===== src/rtl/ras_pkg.sv =====
package ras_pkg;

   typedef enum logic [1:0] {
      RAS_HOLD   = 2'd0,
      RAS_PUSH   = 2'd1,
      RAS_POP    = 2'd2,
      RAS_REPAIR = 2'd3
   } ras_op_e;

endpackage


===== src/rtl/ras_cmd_dec.sv =====
module ras_cmd_dec
   import ras_pkg::*;
(
   input  logic    push_i,
   input  logic    pop_i,
   input  logic    undo_i,
   input  logic    repair_i,
   output ras_op_e op_o
);

   // repair outranks push, push outranks pop/undo
   always_comb begin
      if (repair_i)            op_o = RAS_REPAIR;
      else if (push_i)         op_o = RAS_PUSH;
      else if (pop_i | undo_i) op_o = RAS_POP;
      else                     op_o = RAS_HOLD;
   end

endmodule


===== src/rtl/ras_ptr.sv =====
module ras_ptr
   import ras_pkg::*;
#(
   parameter int DEPTH = 8,
   localparam int PTR_W = (DEPTH > 1) ? $clog2(DEPTH) : 1,
   localparam int CNT_W = $clog2(DEPTH + 1)
) (
   input  logic             clk,
   input  logic             rst,
   input  logic             sel_i,
   input  ras_op_e          op_i,
   input  logic [PTR_W-1:0] repair_idx_i,
   output logic [PTR_W-1:0] tos_o,
   output logic [CNT_W-1:0] cnt_o,
   output logic             wr_en_o,
   output logic [PTR_W-1:0] wr_idx_o
);

   localparam bit IS_POW2 = ((DEPTH & (DEPTH - 1)) == 0);

   logic [PTR_W-1:0] tos_q, tos_inc, tos_dec, tos_d;
   logic [CNT_W-1:0] cnt_q, cnt_d;

   generate
      if (IS_POW2) begin : g_wrap_pow2
         assign tos_inc = tos_q + PTR_W'(1);
         assign tos_dec = tos_q - PTR_W'(1);
      end else begin : g_wrap_cmp
         assign tos_inc = (tos_q == PTR_W'(DEPTH - 1)) ? '0 : tos_q + PTR_W'(1);
         assign tos_dec = (tos_q == '0) ? PTR_W'(DEPTH - 1) : tos_q - PTR_W'(1);
      end
   endgenerate

   always_comb begin
      tos_d    = tos_q;
      cnt_d    = cnt_q;
      wr_en_o  = 1'b0;
      wr_idx_o = tos_inc;
      if (sel_i) begin
         unique case (op_i)
            RAS_PUSH: begin
               tos_d    = tos_inc;
               wr_en_o  = 1'b1;
               wr_idx_o = tos_inc;
               if (cnt_q != CNT_W'(DEPTH)) cnt_d = cnt_q + CNT_W'(1);
            end
            RAS_POP: begin
               tos_d = tos_dec;
               if (cnt_q != '0) cnt_d = cnt_q - CNT_W'(1);
            end
            RAS_REPAIR: begin
               tos_d    = repair_idx_i;
               wr_en_o  = 1'b1;
               wr_idx_o = repair_idx_i;
            end
            default: ;
         endcase
      end
   end

   always_ff @(posedge clk) begin
      if (rst) begin
         tos_q <= '0;
         cnt_q <= '0;
      end else begin
         tos_q <= tos_d;
         cnt_q <= cnt_d;
      end
   end

   assign tos_o = tos_q;
   assign cnt_o = cnt_q;

endmodule


===== src/rtl/ras_store.sv =====
module ras_store #(
   parameter int DEPTH  = 8,
   parameter int ADDR_W = 32,
   localparam int PTR_W = (DEPTH > 1) ? $clog2(DEPTH) : 1
) (
   input  logic              clk,
   input  logic              we_i,
   input  logic [PTR_W-1:0]  widx_i,
   input  logic [ADDR_W-1:0] wdata_i,
   input  logic [PTR_W-1:0]  ridx_i,
   output logic [ADDR_W-1:0] rdata_o
);

   logic [ADDR_W-1:0] slot_q [DEPTH];

   // contents are data only, never reset
   always_ff @(posedge clk) begin
      if (we_i) slot_q[widx_i] <= wdata_i;
   end

   assign rdata_o = slot_q[ridx_i];

endmodule


===== src/rtl/ret_addr_stack.sv =====
module ret_addr_stack
   import ras_pkg::*;
#(
   parameter int NUM_THREADS = 2,
   parameter int DEPTH       = 8,
   parameter int ADDR_W      = 32,
   localparam int TID_W = (NUM_THREADS > 1) ? $clog2(NUM_THREADS) : 1,
   localparam int PTR_W = (DEPTH > 1) ? $clog2(DEPTH) : 1,
   localparam int CNT_W = $clog2(DEPTH + 1)
) (
   input  logic              clk,
   input  logic              rst,
   input  logic [TID_W-1:0]  tid_i,
   input  logic              push_i,
   input  logic [ADDR_W-1:0] push_addr_i,
   input  logic              pop_i,
   input  logic              undo_i,
   input  logic              repair_i,
   input  logic [PTR_W-1:0]  repair_idx_i,
   input  logic [ADDR_W-1:0] repair_tgt_i,
   output logic [PTR_W-1:0]  top_idx_o,
   output logic [ADDR_W-1:0] top_val_o,
   output logic [CNT_W-1:0]  count_o
);

   generate
      if (DEPTH < 2) begin : g_bad_depth
         $error("ret_addr_stack: DEPTH must be at least 2");
      end
      if (NUM_THREADS < 1) begin : g_bad_threads
         $error("ret_addr_stack: NUM_THREADS must be at least 1");
      end
      if (ADDR_W < 1) begin : g_bad_width
         $error("ret_addr_stack: ADDR_W must be at least 1");
      end
   endgenerate

   ras_op_e           op;
   logic [ADDR_W-1:0] wdata;

   ras_cmd_dec u_dec (
      .push_i   (push_i),
      .pop_i    (pop_i),
      .undo_i   (undo_i),
      .repair_i (repair_i),
      .op_o     (op)
   );

   assign wdata = (op == RAS_REPAIR) ? repair_tgt_i : push_addr_i;

   logic [PTR_W-1:0]  tos_a [NUM_THREADS];
   logic [CNT_W-1:0]  cnt_a [NUM_THREADS];
   logic [ADDR_W-1:0] val_a [NUM_THREADS];

   generate
      for (genvar t = 0; t < NUM_THREADS; t++) begin : g_thr
         logic             sel;
         logic             we;
         logic [PTR_W-1:0] widx;

         assign sel = (tid_i == TID_W'(t));

         ras_ptr #(.DEPTH(DEPTH)) u_ptr (
            .clk          (clk),
            .rst          (rst),
            .sel_i        (sel),
            .op_i         (op),
            .repair_idx_i (repair_idx_i),
            .tos_o        (tos_a[t]),
            .cnt_o        (cnt_a[t]),
            .wr_en_o      (we),
            .wr_idx_o     (widx)
         );

         ras_store #(.DEPTH(DEPTH), .ADDR_W(ADDR_W)) u_store (
            .clk     (clk),
            .we_i    (we),
            .widx_i  (widx),
            .wdata_i (wdata),
            .ridx_i  (tos_a[t]),
            .rdata_o (val_a[t])
         );
      end
   endgenerate

   always_comb begin
      top_idx_o = '0;
      top_val_o = '0;
      count_o   = '0;
      for (int t = 0; t < NUM_THREADS; t++) begin
         if (tid_i == TID_W'(t)) begin
            top_idx_o = tos_a[t];
            top_val_o = val_a[t];
            count_o   = cnt_a[t];
         end
      end
   end

endmodule


===== config.mk =====
export PLATFORM = sky130hd
export DESIGN_NAME = ret_addr_stack
export DESIGN_NICKNAME = d
export VERILOG_FILES = /design/src/rtl/ras_pkg.sv /design/src/rtl/ras_cmd_dec.sv /design/src/rtl/ras_ptr.sv /design/src/rtl/ras_store.sv /design/src/rtl/ret_addr_stack.sv
export SDC_FILE = /design/constraint.sdc
export NUM_CORES = 1
export LEC_CHECK = 0
export ABC_CLOCK_PERIOD_IN_PS = 3600
export BUFFER_PORTS_ARGS = -buffer_cell sky130_fd_sc_hd__buf_2
export CORE_MARGIN = 4
export CORE_UTILIZATION = 40
export CTS_BUF_LIST = sky130_fd_sc_hd__clkbuf_16
export CTS_CLUSTER_SIZE = 25
export DETAILED_ROUTE_END_ITERATION = 16
export SYNTH_ARGS = -nofsm -noshare
export SYNTH_HDL_FRONTEND = slang
export SYNTH_SLANG_ARGS = --single-unit

===== constraint.sdc =====
create_clock -name clk -period 3.6 [get_ports clk]
set_clock_uncertainty 0.1 [all_clocks]
set_input_delay 0 -clock clk [delete_from_list [all_inputs] [get_ports clk]]
set_output_delay 0 -clock clk [all_outputs]
set_load 0.01 [all_outputs]

==> impl_metrics.toml <==
[outcome]
outcome = "complete, no violations"

[clocking]
cts_hold_buf = 73
cts.repair.resized = 0
htree_levels = 2
cts_buffers = 53
postCtsSetupBuffers = 0
clockRootBuffer = "clkbuf_16"
cts.sinks = 532
cts_tree = "yes"
clk_latency_ns = 0.59
cts.path.max_buffers = 3
clkTransAtPathRegs_ns = 0.06

[synthesis]
synth.distinct_cells = 40
synthMostInstantiatedCell = "edfxtp_1"
async_reset_ff_frac = 0
synthTopCellsByCount = "edfxtp_1 (512), mux4_2 (128), a21oi_1 (47), mux2_2 (40), mux2i_1 (37)"
ys_ff_latch = 532
synthCells = 1026
synth.yosys.warnings = 0
ys_top_cells_by_area = "edfxtp_1 (73%), mux4_2 (14%), mux2_2 (2.1%)"
syn_area_um2 = 21100
yosysSeqAreaShare = 0.7477
synth-edff-count = 512
yosysTopAreaCellShare = 0.7287
syn-num-nets = 1106
synth.avg_cell_area_um2 = 20.56
synth_flop_cell = "edfxtp_1"
yosys.area.top_type = "edfxtp_1"

[timing]
setup_viol = 0
fmax_mhz = 334.0
fin_tns_setup_ns = 0
relSlewSlack = 0.2070
hold_viol_final = 0
tightestPinTransition_ns = 1.189
period_share = 0.8318
slew_viol_final = 0
fin_crit_ns = 2.994
grt_setup_unrepaired = "no"

[drt]
drt-pass1-iter-count = 5
drtAntennaViolNets = 0
drtIter0Drc = 868
drc = 0
wl_per_cell_um = 23.39
via_count = 10600
routed_wl_um = 46090
viasPerCell = 5.376

[grt]
grtUsageTotal = 0.1638
grt_overflow = 0
grtUsageMet1 = 0.2300
grt_pass1_vias = 11090
antenna_found_initial = 0
grt_busiest_layer = "met2"
grt_use_met2 = 0.2711
grt_pass1_wl_um = 70140
met3_usage = 0.02831
grt_max_degree = 65

[die]
io_pins = 113
die_area_um2 = 56480
die-height_um = 237.7
die-width_um = 237.7
rows = 83
core_um2 = 51720
start_util = 0.4079

[setup_path]
r2r_cells = 5
path_class = "reg -> out"
critPathTopFamily = "flip-flops"
r2r_start = "g_thr[1].u_ptr.tos_o[0]"
cp-start-kind = "flop"
crit_path_max_fanout = 28
path_buf_inv = 2
r2r_setup_slack_ns = 1.04
slowest_stage = "dfxtp_4"
required_ns = 3.50
arrival_ns = 2.89
critical-path-max-stage-delay_ns = 0.67
end_kind = "output pin"
path_cells = "buf_12, mux4_2, nor2b_1, a211oi_1, a21oi_1, buf_2"
rr_endpoint = "g_thr[1].u_store.slot_q[0][12]"

[placed_design]
dp_cells = 1801
gp_congestion = 0.7728
dp_hpwl_um = 27610
portBuffers = 112

[power_and_ir_drop]
leakage_nw = 8.070
p_per_area_nw_per_um2 = 541.4
max-vdd-ir-drop_mv = 0.3452

[run]
max_cap_violations = 0

[final_layout]
num_antenna_cells = 0
fillers = 4273
syn_to_final_growth_pct = 19.32
nets = 1329
fin_cells = 1971
drive_above_1_share = 0.3253

[hold_path]
hold_depth = 4
hp-start = "repair_i"
min_path_type = "in -> reg"
==> worst max-delay path by stage <==
| stage | from | to | slack (ns) | depth (start not counted) |
|---|---|---|---|---|
| final | flop | top_val_o[9] | 0.61 | 6 |
| after detailed placement | repair_i | g_thr[0].u_store.slot_q[4][15] | 0.82 | 7 |
| after global routing | flop | top_val_o[9] | 0.36 | 6 |
| after global placement | repair_i | g_thr[0].u_store.slot_q[4][12] | 0.93 | 7 |
| after CTS | flop | top_val_o[30] | 0.52 | 6 |
| after floorplan | g_thr[1].u_ptr.tos_o[0] | g_thr[1].u_store.slot_q[4][0] | 0.64 | 4 |
==> final cells by class <==
| cell class | instances | area, um^2 | area share |
|---|---|---|---|
| Sequential cell | 532 | 15790 | 0.6273 |
| Clock buffer | 53 | 1326 | 0.05268 |
| Multi-Input combinational cell | 432 | 5185 | 0.2060 |
| Tap cell | 680 | 850.8 | 0.03380 |
| Timing Repair Buffer | 222 | 1684 | 0.06690 |
| Inverter | 8 | 30.03 | 0.001193 |
| Clock inverter | 44 | 305.3 | 0.01213 |
==> stage by stage <==
stage            util  area (um^2)  worst slack, ns  hold slack [ns]  total power, mW
5_1_grt        0.4868        25170           0.3585           0.1121            14.17
3_3_place_gp   0.4411        22810           0.9332           0.2687            8.525
2_1_floorplan       -        21100           0.6380         -0.01898            8.046
4_1_cts        0.4868        25170           0.5232          0.07175            13.80
6_report       0.4868        25170           0.6056          0.09400            13.63
3_5_place_dp   0.4411        22810           0.8210           0.2735            8.551
==> layout by cell type, fill, tap and decap left out, drive strengths merged, types with 2 or more instances in the layout <==
cell type,n
edfxtp,512
buf,149
mux4,128
dlygate4sd3,73
clkbuf,53
a21oi,47
mux2,40
mux2i,37
nor2,35
nor2b,34
a211oi,32
clkinv,29
nand2,21
dfxtp,20
inv,19
o21ai,15
ha,6
xor2,4
xnor2,4
nand3,4
a221oi,4
bufinv,3
o2111ai,3
nand2b,2
nor3,2
a311oi,2
a22oi,2
or2,2
==> cell families (layout without fill, tap and decap cells) <==
group                    after synthesis  in the layout  synth area share
AO/OA/AOI/OAI                        109            109           0.03309
XOR/XNOR                               8              8          0.003321
adder cells (fa/ha/maj)                6              6          0.003558
buffers and inverters                 62            327           0.01222
flip-flops                           532            532            0.7477
multiplexers                         205            205            0.1755
AND/OR/NAND/NOR                      104            104           0.02455
==> worst reg2reg max path: stages, from the launching register on <==
cell and delay, ns:
dfxtp_1 0.42, inv_1 0.09, ha_1 0.37, mux2_2 0.39, nor2_4 0.56, buf_4 0.33
==> report_power, final <==
part | total [mW] | switching [mW] | internal [mW] | leakage, nW
logic | 1.29 | 0.711 | 0.583 | 2.42
registers | 7.18 | 0.132 | 7.04 | 4.80
clock network | 5.16 | 2.27 | 2.89 | 0.847
total | 13.6 | 3.11 | 10.5 | 8.07
==> flip-flops by register name, summed over array words and instances, names as in the netlist, named ones only <==
| name | count |
|---|---|
| g_thr.u_ptr.cnt_o | 8 |
| g_thr.u_ptr.tos_o | 6 |
| g_thr.u_store.slot_q | 512 |
==> layer usage <==
layer / vias to the layer above / wire (um)
met5: - / 0
met3: 69 / 1983
met1: 5582 / 20550
li1: 4702 / -
met4: 0 / 943
met2: 244 / 22620
No activity file was read; power rests on OpenSTA's default activity.
